<file path="src/rtl/hole_pkg.sv">
package hole_pkg;
  typedef enum logic [1:0] {
    FIT_FIRST = 2'd0,
    FIT_BEST  = 2'd1,
    FIT_WORST = 2'd2,
    FIT_NEXT  = 2'd3
  } fit_e;

  typedef enum logic [1:0] {
    ST_IDLE   = 2'd0,
    ST_SCAN   = 2'd1,
    ST_COMMIT = 2'd2
  } state_e;

  localparam logic OP_ALLOC = 1'b0;
  localparam logic OP_FREE  = 1'b1;
endpackage

</file>
<file path="src/rtl/hole_rst_sync.sv">
module hole_rst_sync (
  input  logic clk,
  input  logic rst_n,
  output logic rst_sync_n
);
  logic [1:0] sr_q;

  always_ff @(posedge clk or negedge rst_n) begin
    if (!rst_n) sr_q <= 2'b00;
    else        sr_q <= {sr_q[0], 1'b1};
  end

  assign rst_sync_n = sr_q[1];
endmodule

</file>
<file path="src/rtl/hole_table.sv">
module hole_table #(
  parameter int ENTRIES = 8,
  parameter int ADDR_W  = 12,
  parameter int IDX_W   = 3,
  parameter int SIZE_W  = 13
) (
  input  logic              clk,
  input  logic              rst_n,
  input  logic [IDX_W-1:0]  rd_idx,
  output logic              rd_vld,
  output logic [ADDR_W-1:0] rd_base,
  output logic [SIZE_W-1:0] rd_size,
  input  logic              wa_en,
  input  logic [IDX_W-1:0]  wa_idx,
  input  logic              wa_vld,
  input  logic [ADDR_W-1:0] wa_base,
  input  logic [SIZE_W-1:0] wa_size,
  input  logic              wb_en,
  input  logic [IDX_W-1:0]  wb_idx
);
  localparam logic [SIZE_W-1:0] MEM_SIZE = SIZE_W'(1) << ADDR_W;

  logic [ENTRIES-1:0] vld_w;
  logic [ADDR_W-1:0]  base_w [ENTRIES];
  logic [SIZE_W-1:0]  size_w [ENTRIES];

  generate
    for (genvar g = 0; g < ENTRIES; g++) begin : g_slot
      logic              v_q;
      logic [ADDR_W-1:0] b_q;
      logic [SIZE_W-1:0] s_q;
      logic              hit_a;
      logic              hit_b;

      assign hit_a = wa_en && (wa_idx == IDX_W'(g));
      assign hit_b = wb_en && (wb_idx == IDX_W'(g));

      always_ff @(posedge clk or negedge rst_n) begin
        if (!rst_n) begin
          v_q <= (g == 0);
          b_q <= '0;
          s_q <= (g == 0) ? MEM_SIZE : '0;
        end else if (hit_a) begin
          v_q <= wa_vld;
          b_q <= wa_base;
          s_q <= wa_size;
        end else if (hit_b) begin
          v_q <= 1'b0;
        end
      end

      assign vld_w[g]  = v_q;
      assign base_w[g] = b_q;
      assign size_w[g] = s_q;
    end
  endgenerate

  assign rd_vld  = vld_w[rd_idx];
  assign rd_base = base_w[rd_idx];
  assign rd_size = size_w[rd_idx];
endmodule

</file>
<file path="src/rtl/hole_fit_cmp.sv">
module hole_fit_cmp
  import hole_pkg::*;
#(
  parameter int ADDR_W = 12,
  parameter int SIZE_W = 13,
  parameter int NEED_W = 14
) (
  input  fit_e              policy,
  input  logic              ent_vld,
  input  logic [ADDR_W-1:0] ent_base,
  input  logic [SIZE_W-1:0] ent_size,
  input  logic [NEED_W-1:0] need,
  input  logic              have_best,
  input  logic [ADDR_W-1:0] best_base,
  input  logic [SIZE_W-1:0] best_size,
  output logic              fits,
  output logic              better
);
  logic [NEED_W-1:0] ent_ext;
  logic smaller, larger, same, lower_base;

  assign ent_ext    = NEED_W'(ent_size);
  assign fits       = ent_vld && (|need) && (ent_ext >= need);
  assign smaller    = ent_size < best_size;
  assign larger     = ent_size > best_size;
  assign same       = ent_size == best_size;
  assign lower_base = ent_base < best_base;

  always_comb begin
    case (policy)
      FIT_BEST:  better = fits && (!have_best || smaller || (same && lower_base));
      FIT_WORST: better = fits && (!have_best || larger  || (same && lower_base));
      default:   better = fits && !have_best;
    endcase
  end
endmodule

</file>
<file path="src/rtl/hole_ctrl.sv">
module hole_ctrl
  import hole_pkg::*;
#(
  parameter int ENTRIES = 8,
  parameter int ADDR_W  = 12,
  parameter int BLK_W   = 4,
  parameter int IDX_W   = 3,
  parameter int SIZE_W  = 13,
  parameter int NEED_W  = 14
) (
  input  logic              clk,
  input  logic              rst_n,
  input  logic              req_valid,
  input  logic              req_op,
  input  logic [1:0]        req_fit,
  input  logic [SIZE_W-1:0] req_size,
  input  logic [ADDR_W-1:0] req_base,
  output logic [IDX_W-1:0]  rd_idx,
  input  logic              rd_vld,
  input  logic [ADDR_W-1:0] rd_base,
  input  logic [SIZE_W-1:0] rd_size,
  input  logic              fits,
  input  logic              better,
  output fit_e              cmp_policy,
  output logic [NEED_W-1:0] cmp_need,
  output logic              cmp_have,
  output logic [ADDR_W-1:0] cmp_bbase,
  output logic [SIZE_W-1:0] cmp_bsize,
  output logic              wa_en,
  output logic [IDX_W-1:0]  wa_idx,
  output logic              wa_vld,
  output logic [ADDR_W-1:0] wa_base,
  output logic [SIZE_W-1:0] wa_size,
  output logic              wb_en,
  output logic [IDX_W-1:0]  wb_idx,
  output logic              busy,
  output logic              rsp_valid,
  output logic              rsp_ok,
  output logic [ADDR_W-1:0] rsp_base
);
  localparam logic [NEED_W-1:0] BLK_MASK = NEED_W'((1 << BLK_W) - 1);
  localparam logic [NEED_W-1:0] MEM_END  = NEED_W'(1) << ADDR_W;
  localparam logic [IDX_W-1:0]  LAST     = IDX_W'(ENTRIES - 1);

  state_e            st_q, st_d;
  logic [IDX_W-1:0]  cnt_q, cnt_d, start_q, start_d, nf_q, nf_d;
  logic              op_q, op_d;
  fit_e              pol_q, pol_d;
  logic [NEED_W-1:0] need_q, need_d;
  logic [ADDR_W-1:0] fbase_q, fbase_d;
  logic              hb_q, hb_d;
  logic [IDX_W-1:0]  bi_q, bi_d;
  logic [ADDR_W-1:0] bb_q, bb_d;
  logic [SIZE_W-1:0] bs_q, bs_d;
  logic              lo_q, lo_d, up_q, up_d, fr_q, fr_d;
  logic [IDX_W-1:0]  lo_i_q, lo_i_d, up_i_q, up_i_d, fr_i_q, fr_i_d;
  logic [ADDR_W-1:0] lo_b_q, lo_b_d;
  logic [SIZE_W-1:0] lo_s_q, lo_s_d, up_s_q, up_s_d;
  logic              rv_q, rv_d, rok_q, rok_d;
  logic [ADDR_W-1:0] rbase_q, rbase_d;

  logic              first_type;
  logic [NEED_W-1:0] fend;
  logic [SIZE_W-1:0] ent_end;
  logic              free_bad;

  assign rd_idx     = start_q + cnt_q;
  assign first_type = (pol_q == FIT_FIRST) || (pol_q == FIT_NEXT);
  assign fend       = NEED_W'(fbase_q) + need_q;
  assign ent_end    = {1'b0, rd_base} + rd_size;
  assign free_bad   = (need_q == '0) || (fend > MEM_END);

  assign cmp_policy = pol_q;
  assign cmp_need   = need_q;
  assign cmp_have   = hb_q;
  assign cmp_bbase  = bb_q;
  assign cmp_bsize  = bs_q;

  always_comb begin
    st_d = st_q;   cnt_d = cnt_q;   start_d = start_q; nf_d = nf_q;
    op_d = op_q;   pol_d = pol_q;   need_d = need_q;   fbase_d = fbase_q;
    hb_d = hb_q;   bi_d = bi_q;     bb_d = bb_q;       bs_d = bs_q;
    lo_d = lo_q;   lo_i_d = lo_i_q; lo_b_d = lo_b_q;   lo_s_d = lo_s_q;
    up_d = up_q;   up_i_d = up_i_q; up_s_d = up_s_q;
    fr_d = fr_q;   fr_i_d = fr_i_q;
    rv_d = 1'b0;   rok_d = rok_q;   rbase_d = rbase_q;
    wa_en = 1'b0;  wa_idx = '0; wa_vld = 1'b0; wa_base = '0; wa_size = '0;
    wb_en = 1'b0;  wb_idx = '0;

    case (st_q)
      ST_IDLE: begin
        if (req_valid) begin
          op_d    = req_op;
          pol_d   = fit_e'(req_fit);
          need_d  = ({1'b0, req_size} + BLK_MASK) & ~BLK_MASK;
          fbase_d = req_base;
          start_d = (req_op == OP_ALLOC && fit_e'(req_fit) == FIT_NEXT) ? nf_q : '0;
          cnt_d   = '0;
          hb_d = 1'b0; lo_d = 1'b0; up_d = 1'b0; fr_d = 1'b0;
          st_d    = ST_SCAN;
        end
      end
      ST_SCAN: begin
        cnt_d = cnt_q + 1'b1;
        if (op_q == OP_ALLOC) begin
          if (better) begin
            hb_d = 1'b1; bi_d = rd_idx; bb_d = rd_base; bs_d = rd_size;
          end
          if ((first_type && fits) || cnt_q == LAST) st_d = ST_COMMIT;
        end else begin
          if (!lo_q && rd_vld && ent_end == {1'b0, fbase_q}) begin
            lo_d = 1'b1; lo_i_d = rd_idx; lo_b_d = rd_base; lo_s_d = rd_size;
          end
          if (!up_q && rd_vld && NEED_W'(rd_base) == fend) begin
            up_d = 1'b1; up_i_d = rd_idx; up_s_d = rd_size;
          end
          if (!fr_q && !rd_vld) begin
            fr_d = 1'b1; fr_i_d = rd_idx;
          end
          if (cnt_q == LAST) st_d = ST_COMMIT;
        end
      end
      ST_COMMIT: begin
        rv_d    = 1'b1;
        rok_d   = 1'b0;
        rbase_d = '0;
        st_d    = ST_IDLE;
        if (op_q == OP_ALLOC) begin
          if (hb_q) begin
            wa_en   = 1'b1;
            wa_idx  = bi_q;
            wa_base = bb_q + need_q[ADDR_W-1:0];
            wa_size = bs_q - need_q[SIZE_W-1:0];
            wa_vld  = bs_q != need_q[SIZE_W-1:0];
            rok_d   = 1'b1;
            rbase_d = bb_q;
            if (first_type) nf_d = bi_q;
          end
        end else if (!free_bad) begin
          if (lo_q && up_q) begin
            wa_en = 1'b1; wa_idx = lo_i_q; wa_vld = 1'b1; wa_base = lo_b_q;
            wa_size = lo_s_q + need_q[SIZE_W-1:0] + up_s_q;
            wb_en = 1'b1; wb_idx = up_i_q;
            rok_d = 1'b1;
          end else if (lo_q) begin
            wa_en = 1'b1; wa_idx = lo_i_q; wa_vld = 1'b1; wa_base = lo_b_q;
            wa_size = lo_s_q + need_q[SIZE_W-1:0];
            rok_d = 1'b1;
          end else if (up_q) begin
            wa_en = 1'b1; wa_idx = up_i_q; wa_vld = 1'b1; wa_base = fbase_q;
            wa_size = up_s_q + need_q[SIZE_W-1:0];
            rok_d = 1'b1;
          end else if (fr_q) begin
            wa_en = 1'b1; wa_idx = fr_i_q; wa_vld = 1'b1; wa_base = fbase_q;
            wa_size = need_q[SIZE_W-1:0];
            rok_d = 1'b1;
          end
        end
      end
      default: st_d = ST_IDLE;
    endcase
  end

  always_ff @(posedge clk or negedge rst_n) begin
    if (!rst_n) begin
      st_q <= ST_IDLE; cnt_q <= '0; start_q <= '0; nf_q <= '0;
      op_q <= OP_ALLOC; pol_q <= FIT_FIRST; need_q <= '0; fbase_q <= '0;
      hb_q <= 1'b0; bi_q <= '0; bb_q <= '0; bs_q <= '0;
      lo_q <= 1'b0; lo_i_q <= '0; lo_b_q <= '0; lo_s_q <= '0;
      up_q <= 1'b0; up_i_q <= '0; up_s_q <= '0;
      fr_q <= 1'b0; fr_i_q <= '0;
      rv_q <= 1'b0; rok_q <= 1'b0; rbase_q <= '0;
    end else begin
      st_q <= st_d; cnt_q <= cnt_d; start_q <= start_d; nf_q <= nf_d;
      op_q <= op_d; pol_q <= pol_d; need_q <= need_d; fbase_q <= fbase_d;
      hb_q <= hb_d; bi_q <= bi_d; bb_q <= bb_d; bs_q <= bs_d;
      lo_q <= lo_d; lo_i_q <= lo_i_d; lo_b_q <= lo_b_d; lo_s_q <= lo_s_d;
      up_q <= up_d; up_i_q <= up_i_d; up_s_q <= up_s_d;
      fr_q <= fr_d; fr_i_q <= fr_i_d;
      rv_q <= rv_d; rok_q <= rok_d; rbase_q <= rbase_d;
    end
  end

  assign busy      = st_q != ST_IDLE;
  assign rsp_valid = rv_q;
  assign rsp_ok    = rok_q;
  assign rsp_base  = rbase_q;
endmodule

</file>
<file path="src/rtl/hole_alloc.sv">
module hole_alloc
  import hole_pkg::*;
#(
  parameter int ENTRIES = 8,
  parameter int ADDR_W  = 12,
  parameter int BLK_W   = 4
) (
  input  logic              clk,
  input  logic              rst_n,
  input  logic              req_valid,
  input  logic              req_op,
  input  logic [1:0]        req_fit,
  input  logic [ADDR_W:0]   req_size,
  input  logic [ADDR_W-1:0] req_base,
  output logic              busy,
  output logic              rsp_valid,
  output logic              rsp_ok,
  output logic [ADDR_W-1:0] rsp_base
);
  localparam int IDX_W  = $clog2(ENTRIES);
  localparam int SIZE_W = ADDR_W + 1;
  localparam int NEED_W = SIZE_W + 1;

  logic              rst_sync_n;
  logic [IDX_W-1:0]  rd_idx;
  logic              rd_vld;
  logic [ADDR_W-1:0] rd_base;
  logic [SIZE_W-1:0] rd_size;
  logic              fits, better;
  fit_e              cmp_policy;
  logic [NEED_W-1:0] cmp_need;
  logic              cmp_have;
  logic [ADDR_W-1:0] cmp_bbase;
  logic [SIZE_W-1:0] cmp_bsize;
  logic              wa_en, wa_vld, wb_en;
  logic [IDX_W-1:0]  wa_idx, wb_idx;
  logic [ADDR_W-1:0] wa_base;
  logic [SIZE_W-1:0] wa_size;

  hole_rst_sync u_rst (.clk(clk), .rst_n(rst_n), .rst_sync_n(rst_sync_n));

  hole_table #(.ENTRIES(ENTRIES), .ADDR_W(ADDR_W), .IDX_W(IDX_W), .SIZE_W(SIZE_W)) u_table (
    .clk(clk), .rst_n(rst_sync_n),
    .rd_idx(rd_idx), .rd_vld(rd_vld), .rd_base(rd_base), .rd_size(rd_size),
    .wa_en(wa_en), .wa_idx(wa_idx), .wa_vld(wa_vld), .wa_base(wa_base), .wa_size(wa_size),
    .wb_en(wb_en), .wb_idx(wb_idx)
  );

  hole_fit_cmp #(.ADDR_W(ADDR_W), .SIZE_W(SIZE_W), .NEED_W(NEED_W)) u_cmp (
    .policy(cmp_policy), .ent_vld(rd_vld), .ent_base(rd_base), .ent_size(rd_size),
    .need(cmp_need), .have_best(cmp_have), .best_base(cmp_bbase), .best_size(cmp_bsize),
    .fits(fits), .better(better)
  );

  hole_ctrl #(.ENTRIES(ENTRIES), .ADDR_W(ADDR_W), .BLK_W(BLK_W), .IDX_W(IDX_W),
              .SIZE_W(SIZE_W), .NEED_W(NEED_W)) u_ctrl (
    .clk(clk), .rst_n(rst_sync_n),
    .req_valid(req_valid), .req_op(req_op), .req_fit(req_fit),
    .req_size(req_size), .req_base(req_base),
    .rd_idx(rd_idx), .rd_vld(rd_vld), .rd_base(rd_base), .rd_size(rd_size),
    .fits(fits), .better(better),
    .cmp_policy(cmp_policy), .cmp_need(cmp_need), .cmp_have(cmp_have),
    .cmp_bbase(cmp_bbase), .cmp_bsize(cmp_bsize),
    .wa_en(wa_en), .wa_idx(wa_idx), .wa_vld(wa_vld), .wa_base(wa_base), .wa_size(wa_size),
    .wb_en(wb_en), .wb_idx(wb_idx),
    .busy(busy), .rsp_valid(rsp_valid), .rsp_ok(rsp_ok), .rsp_base(rsp_base)
  );
endmodule

</file>
<file path="config.mk">
export PLATFORM = sky130hd
export DESIGN_NAME = hole_alloc
export DESIGN_NICKNAME = d
export VERILOG_FILES = /design/src/rtl/hole_pkg.sv /design/src/rtl/hole_rst_sync.sv /design/src/rtl/hole_table.sv /design/src/rtl/hole_fit_cmp.sv /design/src/rtl/hole_ctrl.sv /design/src/rtl/hole_alloc.sv
export SDC_FILE = /design/constraint.sdc
export NUM_CORES = 1
export LEC_CHECK = 0
export BUFFER_PORTS_ARGS = -buffer_cell sky130_fd_sc_hd__buf_2
export CAP_MARGIN = 30
export CORE_UTILIZATION = 50
export CTS_CLUSTER_SIZE = 40
export DETAILED_ROUTE_END_ITERATION = 12
export GPL_ROUTABILITY_DRIVEN = 0
export PLACE_DENSITY_LB_ADDON = 0.25
export RECOVER_POWER = 100
export SLEW_MARGIN = 30
export SYNTH_ARGS = -nofsm -noshare
export SYNTH_HDL_FRONTEND = slang
export SYNTH_SLANG_ARGS = --single-unit
</file>
<file path="constraint.sdc">
create_clock -name clk -period 30.7 [get_ports clk]
set_clock_uncertainty 0.05 [all_clocks]
set_input_delay 4.605 -clock clk [delete_from_list [all_inputs] [get_ports clk]]
set_output_delay 4.605 -clock clk [all_outputs]
set_load 0.01 [all_outputs]
</file>
## Word level (Yosys, flattened, before mapping)

Index checks and enable logic that the tools add are counted.

| storage, ports and cells | value |
|---|---|
| bits in registers | 339 |
| input port bits | 31 |
| output and inout port bits | 15 |
| word-level logic and storage cells | 265 |

| cells by class | value |
|---|---|
| add/subtract/negate cells | 10 |
| $lt $le $gt $ge | 7 |
| equal/unequal tests | 34 |
| multiplexer cells | 92 |
| bitwise logic cells | 3 |
| reductions and logical operators | 70 |

Operators by type and width:

| cell | number |
|---|---|
| $mux W12 | 12 |
| $mux W13 | 10 |
| $mux W1 | 42 |
| $mux W3 | 14 |
| $add A13 B13 Y13 | 3 |
| $bmux W13 S3 | 1 |
| $bmux W12 S3 | 1 |
| $logic_and A1 B1 Y1 | 30 |
| $eq A3 B3 Y1 const B | 9 |
| $reduce_and A4 Y1 | 5 |
| $reduce_bool A2 Y1 | 10 |
| $reduce_and A3 Y1 | 5 |
| $add A12 B14 Y14 | 1 |
| $add A13 B4 Y14 const B | 1 |
| $eq A12 B14 Y1 | 1 |
| $ge A13 B14 Y1 | 1 |
| $gt A14 B13 Y1 const B | 1 |
| $logic_not A14 Y1 | 1 |
| $add A12 B13 Y13 | 1 |
| $eq A13 B12 Y1 | 1 |
| $eq A13 B13 Y1 | 1 |
| $gt A13 B13 Y1 | 1 |
| $lt A13 B13 Y1 | 1 |
| $ne A13 B13 Y1 | 1 |
| 28 further kinds | 62 |

## Depth between registers and ports, before layout

| depth | value |
|---|---|
| depth after elaboration | 13 |
| gate-level depth with buffers | 25 |
| depth with buffers taken out | 18 |

## Modules after synthesis

Synthesis repeated with hierarchy kept, for this count alone.

| second synthesis, totals | value |
|---|---|
| cell total of the unflattened synthesis | 1645 |
| area total of the unflattened synthesis | 19706.4 µm² |

By module, submodules not included:

| module | times used | cells an instance | area each (µm²) | sequential area each (µm²) |
|---|---|---|---|---|
| hole_table | 1 | 558 | 9487.8 | 5207.5 |
| hole_ctrl | 1 | 945 | 9132.5 | 3228.1 |
| hole_fit_cmp | 1 | 139 | 1032.2 | 0.0 |
| hole_rst_sync | 1 | 3 | 53.8 | 50.0 |

## Least setup slack after synthesis

No wires, ideal clock.

| timing path | value |
|---|---|
| path kind | reg-to-reg |
| start point | reg u_ctrl.cnt_q[0] |
| end point | reg u_ctrl.lo_b_q[0] |
| setup time | 125 ps |
| arrival | 6329 ps |
| data required time | 30525 ps |
| path slack | 24195 ps |
| stages on the path, launching flop included | 26 |
| path buffers | 8 |
| cell sequence | dfrtp_1 ha_1 inv_1 fa_1 xnor3_1 buf_2 buf_2 buf_1 clkbuf_1 buf_1 clkbuf_1 mux4_2 mux2_2 ha_1 clkbuf_1 a21o_1 nand2_1 o211ai_1 a211o_1 a2111oi_2 nand2_1 a2111o_1 nor4_4 nand2_4 buf_6 mux2_4 |

| between the ends | value |
|---|---|
| word-level cells in the longest chain between the ends | 9 |

Ends and longest elaborated chain:

| element | line | RTL |
|---|---|---|
| start, declared | hole_ctrl.sv:46 | `logic [IDX_W-1:0] cnt_q, cnt_d, start_q, start_d, nf_q, nf_d;` |
| start signal, assigned | hole_ctrl.sv:174 | `st_q <= st_d; cnt_q <= cnt_d; start_q <= start_d; nf_q <= nf_d;` |
| $add A3 B3 Y3 | hole_ctrl.sv:67 | `assign rd_idx = start_q + cnt_q;` |
| $not A3 Y4 (not written as such) | hole_table.sv:60 | `assign rd_size = size_w[rd_idx];` |
| $bmux W13 S3 | hole_table.sv:60 |  |
| $mux W13 (not written as such) (2 in a row) | hole_table.sv:60 |  |
| named net rd_size[9] | hole_alloc.sv:28 | `logic [SIZE_W-1:0] rd_size;` |
| $add A12 B13 Y13 | hole_ctrl.sv:70 | `assign ent_end = {1'b0, rd_base} + rd_size;` |
| $eq A13 B12 Y1 | hole_ctrl.sv:111 | `if (!lo_q && rd_vld && ent_end == {1'b0, fbase_q}) begin` |
| $logic_and A1 B1 Y1 | hole_ctrl.sv:111 |  |
| $reduce_and A3 Y1 (no line) | -- |  |
| end signal, assigned | hole_ctrl.sv:177 | `lo_q <= lo_d; lo_i_q <= lo_i_d; lo_b_q <= lo_b_d; lo_s_q <= lo_s_d;` |
| end, declared | hole_ctrl.sv:57 | `logic [ADDR_W-1:0] lo_b_q, lo_b_d;` |

The timed path passes the listed nets, and every way through them passes these cells. The select of a mux whose other input is x is not followed.
A chain may end at the register's enable or synchronous reset.

## Final worst setup path

| timing path | value |
|---|---|
| start point | reg u_ctrl.cnt_q[0] |
| end point | reg u_ctrl.lo_s_q[10] |

| between the ends | value |
|---|---|
| word-level cells in the longest chain between the ends | 9 |

Ends and longest elaborated chain:

| element | line | RTL |
|---|---|---|
| $add A3 B3 Y3 | hole_ctrl.sv:67 |  |
| $not A3 Y4 (not written as such) | hole_table.sv:60 |  |
| $bmux W13 S3 | hole_table.sv:60 |  |
| $mux W13 (not written as such) (2 in a row) | hole_table.sv:60 |  |
| named net rd_size[0] | hole_alloc.sv:28 |  |
| $add A12 B13 Y13 | hole_ctrl.sv:70 |  |
| $eq A13 B12 Y1 | hole_ctrl.sv:111 |  |
| $logic_and A1 B1 Y1 | hole_ctrl.sv:111 |  |
| $reduce_and A3 Y1 (no line) | -- |  |
| end signal, assigned | hole_ctrl.sv:177 |  |
| end, declared | hole_ctrl.sv:58 | `logic [SIZE_W-1:0] lo_s_q, lo_s_d, up_s_q, up_s_d;` |

The timed path passes the listed nets, and every way through them passes these cells. The select of a mux whose other input is x is not followed.

==> flow_summary_export.csv <==
group,metric,value,unit
placement,place.detailed.hpwl,33900,um
floorplan,placeableCoreArea,37800,um2
routing,first_pass_iters,5,
clock_network,htree_num_levels,2,
logic_synthesis,netlist.top_cell.by_area,"dfrtp_1",
routing,ant_nets,0,
logic_synthesis,synth_area_in_simple_gates,7.11,%
critical_path,critPathCaptureType,"register",
hold_path,min_from,"u_rst.sr_q[0]",
floorplan,die_h,198,um
sta,timing.final.max_slew_violations,583,
logic_synthesis,ys_ff_latch,339,
logic_synthesis,syn_area,19200,um2
sta,timing.final.crit_period,9.36,ns
placement,port_buffers,45,
critical_path,timing.critical_path.slowest_cell_delay,2.45,ns
finish,num_antenna_cells,0,
routing,wl,49700,um
critical_path,required_arrival_time_at_the_worst_endpoint,31.05,ns
logic_synthesis,async_reset_ff_share,100,%
pwr,power.leakage,10.2,nW
routing,detail_route.iter0.violations,694,
floorplan,floorplan.io_pins,46,
logic_synthesis,synthCells,1621,
routing,wl_per_cell,22.5,um
global_routing,grt_first_pass_wirelength,79500,um
critical_path,crit_path_max_fanout,56,
global_routing,first_global_vias,13800,
logic_synthesis,post-synth-top-area-fraction,43.8,%
pwr,power_per_cell_area,63.7,nW/um2
routing,avgViaCountPerCell,6.02,
pwr,share_clk_of_total_power,33.2,%
run,drv_cap,13,
clock_network,clock_latency_at_the_later_pin_of_the_worst_skew_pair,0.54,ns
logic_synthesis,synth_common_cells,"337 x dfrtp_1, 272 x mux2_2, 144 x nand2_1",
floorplan,die_w,198,um
hold_path,whs_path_depth,0,
sta,period_share,30.5,%
floorplan,fp.dieArea,39300,um2
pwr,sequentialPowerShare,38.6,%
finish,num-fill-cells,3199,
logic_synthesis,synth_edf_count,0,
sta,worst-slew-pin-transition,4.26,ns
pwr,combPwrFrac,28.3,%
hold_path,hold_end,"u_rst.sr_q[1]",
hold_path,path_type_of_the_worst_min_delay_path,"reg2reg",
critical_path,critPathArrivalTime,9.72,ns
pwr,intPower,0.883,mW
sta,report.final.hold_viol_count,0,
clock_network,cts_resized,0,
sta,rsz0062_at_grt,"false",
pwr,power.share.switching,34.3,%
logic_synthesis,syn_area_per_cell,11.9,um2
logic_synthesis,synth_top_family_by_area,"multiplexers",
placement,placed_instance_count,2133,
finish,layout-area-overhead-vs-synth,9.71,%
critical_path,r2r_slack,21.34,ns
logic_synthesis,synthTopCellsByArea,"dfrtp_1 44%, mux2_2 16%, mux4_2 6.2%",
logic_synthesis,synth_sequential_area_ratio,44.1,%
logic_synthesis,synthAdderAreaFrac,7.06,%
clock_network,clockRootBuffer,"clkbuf_16",
pwr,p_sw,0.461,mW
finish,final_layout_size_suffix_gt1_share,26.3,%
placement,place_ws,24.37,ns
clock_network,clock_sinks,339,
critical_path,worstSetupPathType,"reg2reg",
clock_network,clock_buffers_created_by_tritoncts,38,
critical_path,rr_worst_depth,19,
sta,setup-violations-final,0,
sta,holdWs,0.297,ns
sta,worst_slew_margin_rel,-184,%
outcome,run_status,"finished with violations",
sta,achievable-frequency,0.107,GHz
critical_path,crit_chain,"ha_4 > inv_1 > fa_1 > xnor3_2 > clkbuf_1 > mux4_2 > mux2_1 > ha_1 > ha_1 > xor2_1 > nor3_1 > o211ai_1 > a211o_1 > a2111oi_0 > nand2_1 > a2111o_1 > nor4_1 > nand2_1 > mux2_1",
sta,post-route-worst-setup-slack,21.34,ns
logic_synthesis,proportion_of_synthesized_area_in_mux_cells,25.0,%
global_routing,antenna_found_initial,0,
logic_synthesis,synth_cell_types,76,
global_routing,grt_residual_overflow,0,
clock_network,cts_tree,"done",
finish,final_core_utilization,55.9,%
routing,detailroute.via_count,13200,
clock_network,postCtsSetupRepairBufs,0,
routing,drc,0,
logic_synthesis,syn_nets,1753,
logic_synthesis,synthesized_area_fraction_occupied_by_ao_oa_aoi_and_oai_cells,9.39,%
critical_path,r2r-start,"u_ctrl.cnt_q[0]",
logic_synthesis,postSynth.topFlopCell,"dfrtp_1",
clock_network,clk_pin_slew,0.06,ns
clock_network,clock_tree.buffer_depth,3,
finish,instances_no_fill,2202,
floorplan,rows,71,
logic_synthesis,synth-xor-area-share,4.40,%
outcome,violations_in_the_final_reports,"max-capacitance violations, max-slew violations",
critical_path,rr_endpoint,"u_ctrl.lo_s_q[10]",
global_routing,grtUsageTotal,26.6,%
logic_synthesis,synthMostInstantiatedCell,"dfrtp_1",
floorplan,initial_core_util,51.0,%
critical_path,worstSetupStartpointType,"register",
clock_network,cts_hold_repair.buffers,0,
logic_synthesis,yosysWarningCount,0,
finish,final_layout_net_count,1794,
global_routing,pin_count_of_the_biggest_net_entering_global_routing,84,
critical_path,cpMaxStageDelayCell,"clkbuf_1",
pwr,vdd_drop_max,41.1,uV
sta,finalSetupTns,0,ns
-- cells in the final DEF (no fill, tap or decap), types with 10 or more instances in the layout --
cell type and n:
mux4_2 53, buf_4 10, mux2_2 270, a21o_1 21
clkbuf_16 39, o21ai_0 56, nor3_1 15, dfrtp_1 336
clkbuf_1 45, buf_2 28, nand3_1 12, mux2_1 20
ha_1 93, xor2_1 42, mux2i_1 29, nand2b_1 10
a22o_1 19, nand2_1 145, o21bai_1 10, a21oi_1 88
nor2b_1 13, xnor2_1 52, nor2_1 53, o21a_1 13
inv_1 63
-- per-layer routing --
metal	global-route usage [%]	part of all wire [%]
met5	0	0
met4	9.56	2.9
met3	4.24	5.1
met2	42.1	46
met1	37.0	46
-- how the worst max path moves through the flow --
stage	start	end	slack, ns	cells past startpoint
2_1_floorplan	u_rst.sr_q[1]	u_ctrl.bi_q[0]	20.51	0
3_3_place_gp	req_size[3]	u_ctrl.cmp_need[12]	24.41	8
3_5_place_dp	req_size[3]	u_ctrl.cmp_need[12]	24.37	8
4_1_cts	u_ctrl.cnt_q[0]	u_ctrl.lo_b_q[1]	24.58	19
5_1_grt	u_rst.sr_q[1]	u_ctrl.lo_b_q[1]	19.61	2
6_report	u_ctrl.cnt_q[0]	u_ctrl.lo_s_q[10]	21.34	19
-- state kept, by name (all words and copies together) (netlist names), 12 cells and up --
register / count
u_table.g_slot.s_q: 104
u_ctrl.cmp_bbase: 12
u_ctrl.lo_b_q: 12
u_table.g_slot.b_q: 96
u_ctrl.lo_s_q: 13
u_ctrl.up_s_q: 13
u_ctrl.rsp_base: 12
u_ctrl.cmp_bsize: 13
u_ctrl.fbase_q: 12
-- layout make-up --
class	instances	area (um2)	area share (%)
well taps	511	639	3.03
repair buffers	73	347	1.64
clock buffers	57	1120	5.32
flip-flops and latches	339	8490	40.2
multi-input cells	1145	10200	48.2
clock inverters	12	92.6	0.439
inverters	65	244	1.16
-- metrics by stage --
| step | area (um2) | power (mW) |
|---|---|---|
| floorplan | 19200 | 0.795 |
| global placement | 20000 | 0.894 |
| finish | 21100 | 1.34 |
| detailed placement | 20200 | 0.902 |
| global route | 21100 | 1.42 |
| CTS | 21400 | 1.35 |
-- kinds of logic after synthesis --
| family | count (synthesis) |
|---|---|
| multiplexers | 372 |
| flip-flops | 339 |
| AND/OR/NAND/NOR | 295 |
| AO/OA/AOI/OAI | 277 |
| buffers and inverters | 137 |
| adder cells (fa/ha/maj) | 105 |
| XOR/XNOR | 95 |
| other | 1 |
-- power groups by stage --
stage                     registers [mW]  clock network [mW]  logic (mW)
after global routing               0.520               0.475       0.422
after detailed placement           0.525                   0       0.378
after floorplan                    0.505                   0       0.291
final                              0.518               0.445       0.380
after global placement             0.524                   0       0.370
after CTS                          0.517               0.455       0.380
-- critical path, delay by kind of cell, from the launching register on --
kind / cells / cell delay (ns)
AO/OA/AOI/OAI: 4 / 1.10
flip-flops: 1 / 0.42
XOR/XNOR: 2 / 0.53
multiplexers: 3 / 1.66
adder cells (fa/ha/maj): 4 / 1.09
AND/OR/NAND/NOR: 4 / 1.84
buffers and inverters: 2 / 2.49
Note: power is estimated with default switching activity, not from simulation.
